[config.mk]
export PLATFORM = sky130hd
export DESIGN_NAME = byte_timer16
export DESIGN_NICKNAME = d
export VERILOG_FILES = /design/src/rtl/byte_timer16_pkg.sv /design/src/rtl/byte_timer16_psc.sv /design/src/rtl/byte_timer16_core.sv /design/src/rtl/byte_timer16_regs.sv /design/src/rtl/byte_timer16.sv
export SDC_FILE = /design/constraint.sdc
export NUM_CORES = 1
export LEC_CHECK = 0
export CORE_ASPECT_RATIO = 1.1
export CORE_MARGIN = 3
export CORE_UTILIZATION = 50
export CTS_CLUSTER_DIAMETER = 30
export DETAILED_ROUTE_END_ITERATION = 8
export PLACE_DENSITY = 0.71
export SETUP_SLACK_MARGIN = 0.15
export SYNTH_ARGS = -nofsm -noshare
export SYNTH_HDL_FRONTEND = slang
export SYNTH_HIERARCHICAL = 1
export SYNTH_SLANG_ARGS = --single-unit
[constraint.sdc]
create_clock -name clk_i -period 6.9 [get_ports clk_i]
set_clock_uncertainty 0.1 [all_clocks]
set_input_delay 2.07 -clock clk_i [delete_from_list [all_inputs] [get_ports clk_i]]
set_output_delay 2.07 -clock clk_i [all_outputs]
set_load 0.02 [all_outputs]
[src/rtl/byte_timer16_pkg.sv]
package byte_timer16_pkg;
  localparam int unsigned BYTE_W   = 8;
  localparam int unsigned CNT_W    = 2 * BYTE_W;
  localparam int unsigned DIV_LOG2 = 7;
  localparam int unsigned SEL_W    = $clog2(DIV_LOG2 + 1);
endpackage

[src/rtl/byte_timer16_psc.sv]
module byte_timer16_psc
  import byte_timer16_pkg::*;
(
  input  logic             clk_i,
  input  logic             rst_ni,
  input  logic             en_i,
  input  logic [SEL_W-1:0] sel_i,
  output logic             tick_o
);
  logic [DIV_LOG2-1:0] div_q, mask;

  // select s keeps the low (DIV_LOG2 - s) bits in the terminal-count mask
  always_comb begin
    for (int i = 0; i < DIV_LOG2; i++)
      mask[i] = (i < (int'(DIV_LOG2) - int'(sel_i)));
  end

  assign tick_o = en_i && ((div_q & mask) == mask);

  always_ff @(posedge clk_i or negedge rst_ni) begin
    if (!rst_ni)    div_q <= '0;
    else if (!en_i) div_q <= '0;
    else            div_q <= div_q + 1'b1;
  end


  full_rate_tick_chk: assert property (@(posedge clk_i) disable iff (!rst_ni)
    (en_i && sel_i == SEL_W'(DIV_LOG2)) |-> tick_o);

  idle_div_chk: assert property (@(posedge clk_i) disable iff (!rst_ni)
    !en_i |=> (div_q == '0));
endmodule

[src/rtl/byte_timer16_core.sv]
module byte_timer16_core
  import byte_timer16_pkg::*;
(
  input  logic             clk_i,
  input  logic             rst_ni,
  input  logic             tick_i,
  input  logic             load_i,
  input  logic [CNT_W-1:0] load_val_i,
  input  logic             clr_i,
  output logic [CNT_W-1:0] cnt_o,
  output logic             flag_o
);
  logic [CNT_W-1:0] cnt_q;
  logic             flag_q, wrap;

  assign wrap = tick_i && !load_i && (&cnt_q);

  always_ff @(posedge clk_i or negedge rst_ni) begin
    if (!rst_ni)     cnt_q <= '0;
    else if (load_i) cnt_q <= load_val_i;
    else if (tick_i) cnt_q <= cnt_q + 1'b1;
  end

  // a wrap beats a same-cycle clear
  always_ff @(posedge clk_i or negedge rst_ni) begin
    if (!rst_ni)    flag_q <= 1'b0;
    else if (wrap)  flag_q <= 1'b1;
    else if (clr_i) flag_q <= 1'b0;
  end

  assign cnt_o  = cnt_q;
  assign flag_o = flag_q;


  wrap_sets_flag_chk: assert property (@(posedge clk_i) disable iff (!rst_ni)
    (tick_i && !load_i && cnt_q == '1) |=> (flag_o && cnt_o == '0));

  load_wins_chk: assert property (@(posedge clk_i) disable iff (!rst_ni)
    load_i |=> (cnt_o == $past(load_val_i)));

  flag_sticky_chk: assert property (@(posedge clk_i) disable iff (!rst_ni)
    (flag_o && !clr_i) |=> flag_o);

  hold_chk: assert property (@(posedge clk_i) disable iff (!rst_ni)
    (!tick_i && !load_i) |=> $stable(cnt_o));
endmodule

[src/rtl/byte_timer16_regs.sv]
module byte_timer16_regs
  import byte_timer16_pkg::*;
#(
  parameter int unsigned      ADDR_W    = 8,
  parameter logic [ADDR_W-1:0] ADDR_CTRL = 'hA0,
  parameter logic [ADDR_W-1:0] ADDR_LO   = 'hA1,
  parameter logic [ADDR_W-1:0] ADDR_HI   = 'hA2
) (
  input  logic              clk_i,
  input  logic              rst_ni,
  input  logic              we_i,
  input  logic              re_i,
  input  logic [ADDR_W-1:0] addr_i,
  input  logic [BYTE_W-1:0] wdata_i,
  input  logic [CNT_W-1:0]  cnt_i,
  input  logic              flag_i,
  output logic [BYTE_W-1:0] rdata_o,
  output logic              load_o,
  output logic [CNT_W-1:0]  load_val_o,
  output logic              clr_o,
  output logic              en_o,
  output logic [SEL_W-1:0]  sel_o
);
  localparam int unsigned EN_BIT   = SEL_W;
  localparam int unsigned FLAG_BIT = BYTE_W - 1;

  logic [BYTE_W-1:0] hold_q, snap_q, ctrl_rd;
  logic [SEL_W-1:0]  sel_q;
  logic              en_q;
  logic              wr_lo, wr_hi, wr_ctrl, rd_lo;

  assign wr_lo   = we_i && (addr_i == ADDR_LO);
  assign wr_hi   = we_i && (addr_i == ADDR_HI);
  assign wr_ctrl = we_i && (addr_i == ADDR_CTRL);
  assign rd_lo   = re_i && (addr_i == ADDR_LO);

  always_ff @(posedge clk_i or negedge rst_ni) begin
    if (!rst_ni) begin
      hold_q <= '0;
      snap_q <= '0;
      en_q   <= 1'b0;
      sel_q  <= '0;
    end else begin
      if (wr_hi) hold_q <= wdata_i;
      if (rd_lo) snap_q <= cnt_i[CNT_W-1:BYTE_W];
      if (wr_ctrl) begin
        en_q  <= wdata_i[EN_BIT];
        sel_q <= wdata_i[SEL_W-1:0];
      end
    end
  end

  always_comb begin
    ctrl_rd           = '0;
    ctrl_rd[SEL_W-1:0] = sel_q;
    ctrl_rd[EN_BIT]   = en_q;
    ctrl_rd[FLAG_BIT] = flag_i;
  end

  always_comb begin
    rdata_o = '0;
    if (re_i) begin
      if (addr_i == ADDR_LO)        rdata_o = cnt_i[BYTE_W-1:0];
      else if (addr_i == ADDR_HI)   rdata_o = snap_q;
      else if (addr_i == ADDR_CTRL) rdata_o = ctrl_rd;
    end
  end

  assign load_o     = wr_lo;
  assign load_val_o = {hold_q, wdata_i};
  assign clr_o      = wr_ctrl && !wdata_i[FLAG_BIT];
  assign en_o       = en_q;
  assign sel_o      = sel_q;


  snap_capture_chk: assert property (@(posedge clk_i) disable iff (!rst_ni)
    rd_lo |=> (snap_q == $past(cnt_i[CNT_W-1:BYTE_W])));

  stage_hi_chk: assert property (@(posedge clk_i) disable iff (!rst_ni)
    (!wr_hi) |=> $stable(hold_q));
endmodule

[src/rtl/byte_timer16.sv]
module byte_timer16
  import byte_timer16_pkg::*;
#(
  parameter int unsigned ADDR_W = 8
) (
  input  logic              clk_i,
  input  logic              rst_ni,
  input  logic              bus_we_i,
  input  logic              bus_re_i,
  input  logic [ADDR_W-1:0] bus_addr_i,
  input  logic [BYTE_W-1:0] bus_wdata_i,
  output logic [BYTE_W-1:0] bus_rdata_o,
  output logic              irq_o
);
  logic [CNT_W-1:0] cnt, load_val;
  logic [SEL_W-1:0] sel;
  logic             load, clr, en, tick, flag;

  byte_timer16_regs #(.ADDR_W(ADDR_W)) u_regs (
    .clk_i, .rst_ni,
    .we_i(bus_we_i), .re_i(bus_re_i), .addr_i(bus_addr_i), .wdata_i(bus_wdata_i),
    .cnt_i(cnt), .flag_i(flag), .rdata_o(bus_rdata_o),
    .load_o(load), .load_val_o(load_val), .clr_o(clr), .en_o(en), .sel_o(sel)
  );

  byte_timer16_psc u_psc (
    .clk_i, .rst_ni, .en_i(en), .sel_i(sel), .tick_o(tick)
  );

  byte_timer16_core u_core (
    .clk_i, .rst_ni, .tick_i(tick), .load_i(load), .load_val_i(load_val),
    .clr_i(clr), .cnt_o(cnt), .flag_o(flag)
  );

  assign irq_o = flag;


  irq_clear_chk: assert property (@(posedge clk_i) disable iff (!rst_ni)
    (clr && !tick) |=> !irq_o);
endmodule

==> results.md, run 1 <==
* Die X-Extent at 72.9 um
* CP max-delay cell: or4b_2
* Power Density at 194 nW/um^2
* Outcome: finished, final reports clean
* Vias in the first global route at 1716
* Count of different cell masters after synthesis at 49
* Synth warn at 6
* Critical path origin: bus_addr_i[0]
* I/O Buffers at 28
* Pre-CTS WS at 0.594 ns
* Cts hold-fix bufs at 0
* Area grow syn2layout at 14.9%
* Sequential share of the synthesized area at 44.8%
* Cells along the critical path: clkdlybuf4s50_1, or4b_2, nor2_1, nor3_1, clkdlybuf4s50_1
* Largest area contributor in the netlist: dfrtp_1
* Area contributors post-synth: dfrtp_1 45%, mux2_2 9.2%, nand2_1 4.0%, xnor2_1 3.6%, o21ai_0 2.8%
* Slew Limit Fails at 0
* Total CTS buffers at 5
* Effective utilization at floorplan at 52.5%
* Most used cell, CP: clkdlybuf4s50_1
* Initial DRC Count at 103
* I/O pin cnt at 29
* Final setup viols at 0
* Drt drc at 0
* Fill count at 413
* DP HPWL at 3500 um
* Slowest stage delay, CP at 0.70 ns
* First-pass GRT wire length at 8280 um
* Final core utilization at 60.3%
* Final RePlAce weighted congestion at 0.779
* Syn_nets at 254
* Worst flop-to-flop path startpoint: u_regs/sel_o[1]
* Max Buffers Root-to-Sink at 2
* CP Launch Type: input port
* Seq cells post-synth at 44
* Setup crit end kind: primary output
* Crit path capture: bus_rdata_o[1]
* WP data arrival at 4.14 ns
* Pin count of the biggest net entering global routing at 45
* Initial antenna violation count at 0
* Final setup TNS at 0 ns
* Most frequent cells after synthesis: 44 x dfrtp_1, 26 x nand2_1, 20 x mux2_2, 14 x nor2_1, 14 x o21ai_0
* Hold-critical path depth at 2
* Worst reg-to-reg path cell count at 7
* RSZ-0062 raised after global routing: false
* Synthesized cell area at 2460 sq um
* DIE AREA at 5800 sq um
* DR WL/cell at 15.6 um
* Post-route cell area at 2830 sq um
* GRT overflow at 0
* Worst-Margin Slew at 1.03 ns
* Worst vdd ir at 0.000116 V
* Final worst setup slack at 0.591 ns
* Post-synth top area share at 44.8%
* Nets at 275
* Post-cts gate resize count at 0
* Final worst-path cycle share at 91.4%
* CTS tree: yes
* Die height at 79.6 um
* Via density at 5.70
* Floorplan Core Area at 4680 sq um
* ANT nets after route at 0
* CTS sink count at 44
* Cell row count at 26
* Flop2flop setup slack at 4.07 ns
* Max Cap Viol at 0
* F_max at 0.159 GHz
* Reg-to-Reg End: u_core/cnt_o[14]
* Min Tclk post-route at 6.31 ns
* Tot Pwr at 549 uW
* CTS clk-pin slew, worst paths at 0.07 ns
* CTS H-tree depth at 2
* Critical Path RT at 4.73 ns
* Ant. Diodes at 0
* Total GRT Usage at 18.8%
* Pleak at 0.00114 uW
* Most frequent cell after synthesis: dfrtp_1
* Detailed Route WL at 4840 um
* Post-synth EDFFs at 0
* DRT Pass-1 Iters at 4
* Setup Fix Bufs, Post-CTS at 0
* Post-synthesis async set-or-reset flop share at 100%
* Slew HR at 30.9%
* Post-synthesis instance total at 232
* Hold WC Path Type: flip-flop to flip-flop
* Clk Latency, worst-skew pair at 0.31 ns
* Share of cells above drive strength 1 at 18.1%
* Crit path kind: input port to primary output
* Prevailing post-synth register cell: dfrtp_1
* Area after DPL at 2720 sq um
* Root Driver: clkbuf_8
* DR vias at 1768
* CP max FO at 10
* Final Hold Vio Count at 0
* Mean post-synth cell area at 10.6 sq um
==> critical path: cells and delay by family <==
family                 cells  cell delay [ns]
buffers and inverters      2             1.19
AND/OR/NAND/NOR            3             0.88
==> cell families after synthesis <==
kind of cell	share of synthesized area, %
compound gates	9.41
xor+xnor	5.34
fa+ha+maj	1.02
buf+inv	4.58
flops	44.8
mux	9.97
simple gates	24.9
==> sequential cells by signal, summed over array words and instances (netlist names) <==
| register | flops |
|---|---|
| u_core/cnt_o | 16 |
| u_regs/hold_q | 8 |
| u_regs/snap_q | 8 |
| u_psc/div_q | 7 |
| u_regs/sel_o | 3 |
| u_core/flag_o | 1 |
| u_regs/en_o | 1 |
==> metrics by stage <==
stage               instances  hold WS (ns)
floorplan                 232         0.347
global placement          302         0.357
detailed placement        302         0.371
CTS                       310         0.389
global route              310         0.414
finish                    310         0.388
==> per-layer routing <==
metal  GRT usage (%)  part of all wire [%]
met4            7.75                   2.4
met3            3.78                   3.9
met2            27.8                    45
met1            26.7                    49
met5               0                     0
==> cells in the final DEF (no fill, tap or decap), types with 2 or more instances in the layout <==
master / netlist / final
dfrtp_1: 44 / 44
clkdlybuf4s50_1: 0 / 27
nand2_1: 26 / 26
mux2_2: 20 / 20
o21ai_0: 14 / 14
nor2_1: 14 / 14
xnor2_1: 10 / 10
nand3_1: 9 / 9
nor3_1: 7 / 7
clkbuf_8: 0 / 5
inv_1: 5 / 5
xor2_1: 5 / 5
nand2b_1: 5 / 5
o2bb2ai_1: 5 / 5
and2_1: 4 / 4
o21ai_1: 3 / 3
nor4_1: 3 / 3
a22oi_1: 3 / 3
nand3_4: 2 / 2
nand4_1: 2 / 2
nor4_4: 2 / 2
nor4_2: 2 / 2
nor2b_1: 2 / 2
mux2i_1: 2 / 2
and3_2: 2 / 2
ha_1: 2 / 2
or3_1: 2 / 2
nand3_2: 2 / 2
nor4b_4: 2 / 2
==> where the power goes <==
part	switching, uW	total (uW)	internal (uW)
clock	86.9	194	107
sequential	17.8	289	271
combinational	34.9	65.7	30.9
total	140	549	410
==> how the worst min path moves through the flow <==
stage	startpoint	endpoint	slack, ns
2_1_floorplan	u_regs/hold_q[5]	u_core/cnt_o[13]	0.35
3_3_place_gp	u_regs/hold_q[7]	u_core/cnt_o[15]	0.36
3_5_place_dp	u_regs/hold_q[7]	u_core/cnt_o[15]	0.37
4_1_cts	u_regs/hold_q[2]	u_core/cnt_o[10]	0.39
5_1_grt	u_regs/hold_q[1]	u_core/cnt_o[9]	0.41
6_report	u_regs/hold_q[1]	u_core/cnt_o[9]	0.39
==> cell type report <==
cell class | instances | area, sq um | share of cell area, %
Clock buffer | 6 | 72.6 | 2.57
Tap cell | 56 | 70.1 | 2.48
Multi-Input combinational cell | 168 | 1250 | 44.1
Inverter | 5 | 18.8 | 0.664
Clock inverter | 2 | 35.0 | 1.24
Sequential cell | 44 | 1100 | 39.0
Timing Repair Buffer | 29 | 283 | 10.0
Note: power is estimated with default switching activity, not from simulation.
==> run 2, diff against run 1 <==
--- a/config.mk
+++ b/config.mk
@@ -6,7 +6,7 @@
 export NUM_CORES = 1
 export LEC_CHECK = 0
 export CORE_ASPECT_RATIO = 1.1
-export CORE_MARGIN = 3
+export CORE_MARGIN = 4
 export CORE_UTILIZATION = 50
 export CTS_CLUSTER_DIAMETER = 30
 export DETAILED_ROUTE_END_ITERATION = 8
==> run 2 against run 1 <==
First-iteration DRC count fell by 14%; worst hold slack barely moved; global-route usage shrank 0.54 points; largest cell class unchanged; sequential power hardly changed; cell count shrank 0.32%; register-to-register slack barely moved; maximum frequency down 0.53%; combinational power barely moved; flip-flop and latch count unchanged; highest routed layer unchanged; setup slack lost 0.033 ns; via count fell by 1.6%.
==> results.md, run 2 (synthesized netlist as in run 1, its figures left out) <==
* Outcome: finished, final reports clean
* Total CTS buffers at 5 (unchanged)
* GRT overflow at 0 (unchanged)
* Hold path endpoint: u_core/cnt_o[10]
* Max Cap Viol at 0 (unchanged)
* Multi-input logic area at 1250 sq um (unchanged)
* Nets at 275 (unchanged)
* I/O pin cnt at 29 (unchanged)
* Ant. Diodes at 0 (unchanged)
* CTS clk-pin slew, worst paths at 0.08 ns (about the same)
* Clock share of power at 32.8% (-2.6 points)
* Number of flip-flops in the largest register at 16 (unchanged)
* RSZ-0062 raised after global routing: false
* Cell Int Power at 392 uW (-4.4%)
* Reg-to-Reg End: u_core/cnt_o[14]
* Sw power at 137 uW (-2.2%)
* I/O Buffers at 28 (unchanged)
* Initial antenna violation count at 0 (unchanged)
* Critical Path RT at 4.73 ns (about the same)
* CP Launch Type: input port
* Max Buffers Root-to-Sink at 2 (unchanged)
* Min Tclk post-route at 6.34 ns (+0.0335 ns)
* Area grow syn2layout at 14.4%
* Most frequent cells in the layout: 44 x dfrtp_1, 27 x clkdlybuf4s50_1, 26 x nand2_1
* Pleak at 0.00113 uW (-0.42%)
* Setup Fix Bufs, Post-CTS at 0 (unchanged)
* Met1 WL at 2450 um (+3.8%)
* Worst vdd ir at 0.000116 V (about the same)
* Setup crit end kind: primary output
* CP max FO at 10 (unchanged)
* Slowest stage delay, CP at 0.70 ns (about the same)
* Initial DRC Count at 89 (-14%)
* Most common cell after layout, fill and taps aside: dfrtp_1
* Drt drc at 0 (unchanged)
* Combinational power share at 12.5% (+0.5 points)
* CTS tree: yes
* Post-route cell area at 2820 sq um (-0.40%)
* Post-cts gate resize count at 0 (unchanged)
* CP max-delay cell: or4b_2
* Cells along the critical path: clkdlybuf4s50_1, or4b_2, nor2_1, nor3_1, clkdlybuf4s50_1
* Total GRT Usage at 18.3% (-0.54 points)
* CTS sink count at 44 (unchanged)
* Crit path kind: input port to primary output
* ANT nets after route at 0 (unchanged)
* DR WL/cell at 16.1 um (+3.1%)
* Effective utilization at floorplan at 52.1% (-0.36 points)
* DRT Pass-1 Iters at 4 (unchanged)
* Floorplan Core Area at 4720 sq um (+0.69%)
* Vias in the first global route at 1699 (-0.99%)
* Most used cell, CP: clkdlybuf4s50_1
* Cell row count at 26 (unchanged)
* Share of cells above drive strength 1 at 18.2% (+0.072 points)
* Final worst-path cycle share at 91.9% (+0.49 points)
* DR vias at 1739 (-1.6%)
* Clk Latency, worst-skew pair at 0.29 ns (-0.02 ns)
* Final setup TNS at 0 ns (unchanged)
* WP data arrival at 4.17 ns (+0.03 ns)
* Die X-Extent at 74.9 um (+2.7%)
* Wire length on met2 at 2270 um (+4.6%)
* Pin count of the biggest net entering global routing at 45 (unchanged)
* Final Hold Vio Count at 0 (unchanged)
* Register Area at 1100 sq um (unchanged)
* Fill count at 429 (+3.9%)
* Final RePlAce weighted congestion at 0.787 (+0.98%)
* DR top layer: met4
* CTS H-tree depth at 2 (unchanged)
* Final setup viols at 0 (unchanged)
* Detailed Route WL at 4970 um (+2.8%)
* Power Density at 188 nW/um^2 (-3.5%)
* Largest delay share family, worst path: buffers and inverters
* Slew Limit Fails at 0 (unchanged)
* Worst Hold Launch: u_regs/hold_q[2]
* Root Driver: clkbuf_8
* Flop2flop setup slack at 4.06 ns (about the same)
* Worst Path Buf+Inv at 2 (unchanged)
* F_max at 0.158 GHz (-0.53%)
* Hold-critical path depth at 2 (unchanged)
* Tot Pwr at 528 uW (-3.9%)
* Worst flop-to-flop path startpoint: u_regs/sel_o[1]
* Worst-Margin Slew at 1.01 ns (-0.0178 ns)
* Sequential power share at 54.7% (+2.1 points)
* Area after DPL at 2720 sq um (unchanged)
* Via density at 5.63 (-1.3%)
* Slew HR at 32.1% (+1.2 points)
* Cts hold-fix bufs at 0 (unchanged)
* Critical path origin: bus_addr_i[0]
* Worst reg-to-reg path cell count at 7 (unchanged)
* First-pass GRT wire length at 8400 um (+1.5%)
* Switch share at 25.9% (+0.45 points)
* Die height at 81.6 um (+2.5%)
* DIE AREA at 6110 sq um (+5.3%)
* Hold WC Path Type: flip-flop to flip-flop
* Met3 routed WL at 187 um (unchanged)
* DP HPWL at 3610 um (+3.2%)
run 2: metal layers:
metal / vias up / track usage, %
met4: 0 / 5.34
met2: 27 / 28.6
met3: 5 / 3.79
met1: 850 / 25.4
met5: - / 0
li1: 857 / -
run 2: layout make-up:
class	instances	area share (%)
clock buffer	7	3.42
tap	56	2.49
timing repair buffer	29	10.0
inverter	5	0.667
multi-input combinational	168	44.3
sequential	44	39.1
run 2: worst register-to-register path, stage by stage (launching register included):
cell,delay [ns]
dfrtp_1,0.47
o21a_1,0.17
o221ai_1,0.11
a211oi_1,0.87
nand4_4,0.29
nor4_4,0.34
nor3b_1,0.08
a221o_1,0.28
run 2: metrics by stage:
step / std cells / utilization [%] / setup WS, ns / hold slack (ns)
2_1_floorplan: 232 / - / 1.54 / 0.347
3_3_place_gp: 302 / 57.6 / 0.614 / 0.359
3_5_place_dp: 302 / 57.6 / 0.581 / 0.368
4_1_cts: 309 / 59.7 / 0.573 / 0.389
5_1_grt: 309 / 59.7 / 0.434 / 0.403
6_report: 309 / 59.7 / 0.558 / 0.389
run 2: worst max path at each step:
stage | depth (start not counted) | endpoint | slack, ns
after floorplan | 4 | bus_rdata_o[0] | 1.54
after global placement | 5 | bus_rdata_o[3] | 0.61
after detailed placement | 5 | bus_rdata_o[3] | 0.58
after CTS | 5 | bus_rdata_o[3] | 0.57
after global routing | 5 | bus_rdata_o[3] | 0.43
final | 5 | bus_rdata_o[3] | 0.56
run 2: power groups by stage:
stage                     logic, uW  registers [uW]  clock network [uW]
after floorplan                44.5             289                   0
after global placement         65.2             294                   0
after detailed placement       66.4             294                   0
after CTS                      66.9             289                 176
after global routing           73.9             292                 188
final                          66.0             289                 173
==> run 3, diff against run 2 <==
--- a/config.mk
+++ b/config.mk
@@ -6,7 +6,7 @@
 export NUM_CORES = 1
 export LEC_CHECK = 0
 export CORE_ASPECT_RATIO = 1.1
-export CORE_MARGIN = 4
+export CORE_MARGIN = 8
 export CORE_UTILIZATION = 50
 export CTS_CLUSTER_DIAMETER = 30
 export DETAILED_ROUTE_END_ITERATION = 8
==> run 3 against run 2 <==
Critical path depth unchanged; via count up 0.23%; non-clock buffer count unchanged; clock-buffer cell count up 1; total power down 1.6%; cell count up 0.32%; global-route usage down 4.2 points; clock power down 5%; register-to-register slack better by 0.05 ns; die area up 22%; maximum frequency up 0.14%; flip-flop and latch count unchanged; critical endpoint is now bus_rdata_o[0]; highest routed layer unchanged.
==> results.md, run 3 (synthesized netlist as in run 1, its figures left out) <==
* Outcome: finished, final reports clean
* Drt drc at 0 (unchanged)
* Setup Fix Bufs, Post-CTS at 0 (unchanged)
* Flop2flop setup slack at 4.11 ns (+0.05 ns)
* Critical Path RT at 4.73 ns (about the same)
* GRT overflow at 0 (unchanged)
* Vias in the first global route at 1693 (-0.35%)
* I/O pin cnt at 29 (unchanged)
* Switch share at 26.1% (+0.22 points)
* Sequential power share at 55.6% (+0.9 points)
* Cell Int Power at 384 uW (-1.9%)
* Hold path endpoint: u_core/cnt_o[15]
* CP Launch Type: input port
* Die height at 89.6 um (+9.8%)
* Hold-critical path depth at 2 (unchanged)
* DR vias at 1743 (+0.23%)
* Sw power at 135 uW (-0.78%)
* Final RePlAce weighted congestion at 0.774 (-1.7%)
* Area grow syn2layout at 14.2%
* Worst vdd ir at 0.000175 V (+51%)
* Min Tclk post-route at 6.33 ns (-0.00873 ns)
* Power Density at 185 nW/um^2 (-1.4%)
* CP max FO at 10 (unchanged)
* Root Driver: clkbuf_8
* Post-cts gate resize count at 0 (unchanged)
* Final setup viols at 0 (unchanged)
* Nets at 275 (unchanged)
* Max Cap Viol at 0 (unchanged)
* Floorplan Core Area at 4680 sq um (-0.69%)
* Fill count at 419 (-2.3%)
* Register Area at 1100 sq um (unchanged)
* CTS sink count at 44 (unchanged)
* Die X-Extent at 82.9 um (+11%)
* Ant. Diodes at 0 (unchanged)
* Reg-to-Reg End: u_core/cnt_o[14]
* I/O Buffers at 28 (unchanged)
* Pin count of the biggest net entering global routing at 45 (unchanged)
* Final Hold Vio Count at 0 (unchanged)
* Crit path kind: input port to primary output
* RSZ-0062 raised after global routing: false
* Detailed Route WL at 4920 um (-0.97%)
* Slew Limit Fails at 0 (unchanged)
* Most common cell after layout, fill and taps aside: dfrtp_1
* ANT nets after route at 0 (unchanged)
* Cell row count at 26 (unchanged)
* DRT Pass-1 Iters at 4 (unchanged)
* Initial antenna violation count at 0 (unchanged)
* Clk Latency, worst-skew pair at 0.30 ns (about the same)
* CTS H-tree depth at 2 (unchanged)
* Clock share of power at 31.6% (-1.2 points)
* DIE AREA at 7420 sq um (+22%)
* Worst-Margin Slew at 1.05 ns (+0.0326 ns)
* First-pass GRT wire length at 8450 um (+0.57%)
* DR WL/cell at 15.9 um (-1.3%)
* Slew HR at 29.9% (-2.2 points)
* Setup crit end kind: primary output
* Max Buffers Root-to-Sink at 2 (unchanged)
* Combinational power share at 12.8% (+0.3 points)
* Total GRT Usage at 14.0% (-4.2 points)
* Tot Pwr at 520 uW (-1.6%)
* Pleak at 0.00113 uW (-0.43%)
* Multi-input logic area at 1250 sq um (unchanged)
* Most frequent cells in the layout: 44 x dfrtp_1, 27 x clkdlybuf4s50_1, 26 x nand2_1
* Cts hold-fix bufs at 0 (unchanged)
* Worst Hold Launch: u_regs/hold_q[7]
* Area after DPL at 2720 sq um (unchanged)
* CTS clk-pin slew, worst paths at 0.07 ns (about the same)
* Post-route cell area at 2810 sq um (-0.22%)
* Total CTS buffers at 5 (unchanged)
* Final setup TNS at 0 ns (unchanged)
* Worst reg-to-reg path cell count at 7 (unchanged)
* Effective utilization at floorplan at 52.5% (+0.36 points)
* WP data arrival at 4.16 ns (about the same)
* Final core utilization at 60.0% (+0.28 points)
* DP HPWL at 3620 um (+0.39%)
* Initial DRC Count at 99 (+11%)
* Via density at 5.62 (about the same)
* Worst flop-to-flop path startpoint: u_regs/sel_o[1]
* CTS tree: yes
* Share of cells above drive strength 1 at 17.7% (-0.47 points)
* Hold WC Path Type: flip-flop to flip-flop
* Number of flip-flops in the largest register at 16 (unchanged)
* Final worst-path cycle share at 91.8% (-0.13 points)
* F_max at 0.158 GHz (+0.14%)
==> run 3: changes by cell type in the layout (fill, tap and decap cells not counted) <==
cell      change
clkbuf_8      -1
clkbuf_1      +2
==> run 3: critical path: stages <==
cell	delay, ns
clkdlybuf4s50_1	0.67
or4b_2	0.70
nor2_1	0.12
nor3_1	0.06
clkdlybuf4s50_1	0.54
==> run 3: layout make-up <==
type	instances	area share, %
clock buffers	8	3.21
repair buffers	29	10.1
inverters	5	0.668
multi-input cells	168	44.4
flip-flops and latches	44	39.2
well taps	56	2.49
==> run 3: power groups by stage <==
stage | combinational (uW) | clock [uW] | sequential [uW]
finish | 66.6 | 164 | 289
global route | 73.0 | 181 | 291
detailed placement | 66.4 | 0 | 294
floorplan | 44.5 | 0 | 289
global placement | 65.1 | 0 | 294
CTS | 67.0 | 169 | 289
==> run 3: how the worst max path moves through the flow <==
stage	from	end	slack, ns	depth (start not counted)
3_5_place_dp	bus_addr_i[0]	bus_rdata_o[0]	0.58	5
5_1_grt	bus_addr_i[7]	bus_rdata_o[0]	0.50	6
3_3_place_gp	bus_addr_i[0]	bus_rdata_o[3]	0.61	5
2_1_floorplan	bus_addr_i[4]	bus_rdata_o[0]	1.54	4
4_1_cts	bus_addr_i[0]	bus_rdata_o[0]	0.58	5
6_report	bus_addr_i[0]	bus_rdata_o[0]	0.57	5
==> run 3: layer usage <==
| metal | vias to the layer above | global-route usage [%] | wire [um] |
|---|---|---|---|
| li1 | 864 | - | - |
| met1 | 852 | 18.5 | 2480 |
| met2 | 21 | 21.7 | 2200 |
| met3 | 6 | 3.28 | 171 |
| met4 | 0 | 5.75 | 68 |
| met5 | - | 0 | 0 |
==> run 3: through the flow <==
stage          worst slack (ns)  cells  hold slack (ns)
2_1_floorplan              1.54    232            0.347
3_5_place_dp              0.580    302            0.368
5_1_grt                   0.497    310            0.419
4_1_cts                   0.575    310            0.387
3_3_place_gp              0.610    302            0.358
6_report                  0.567    310            0.391
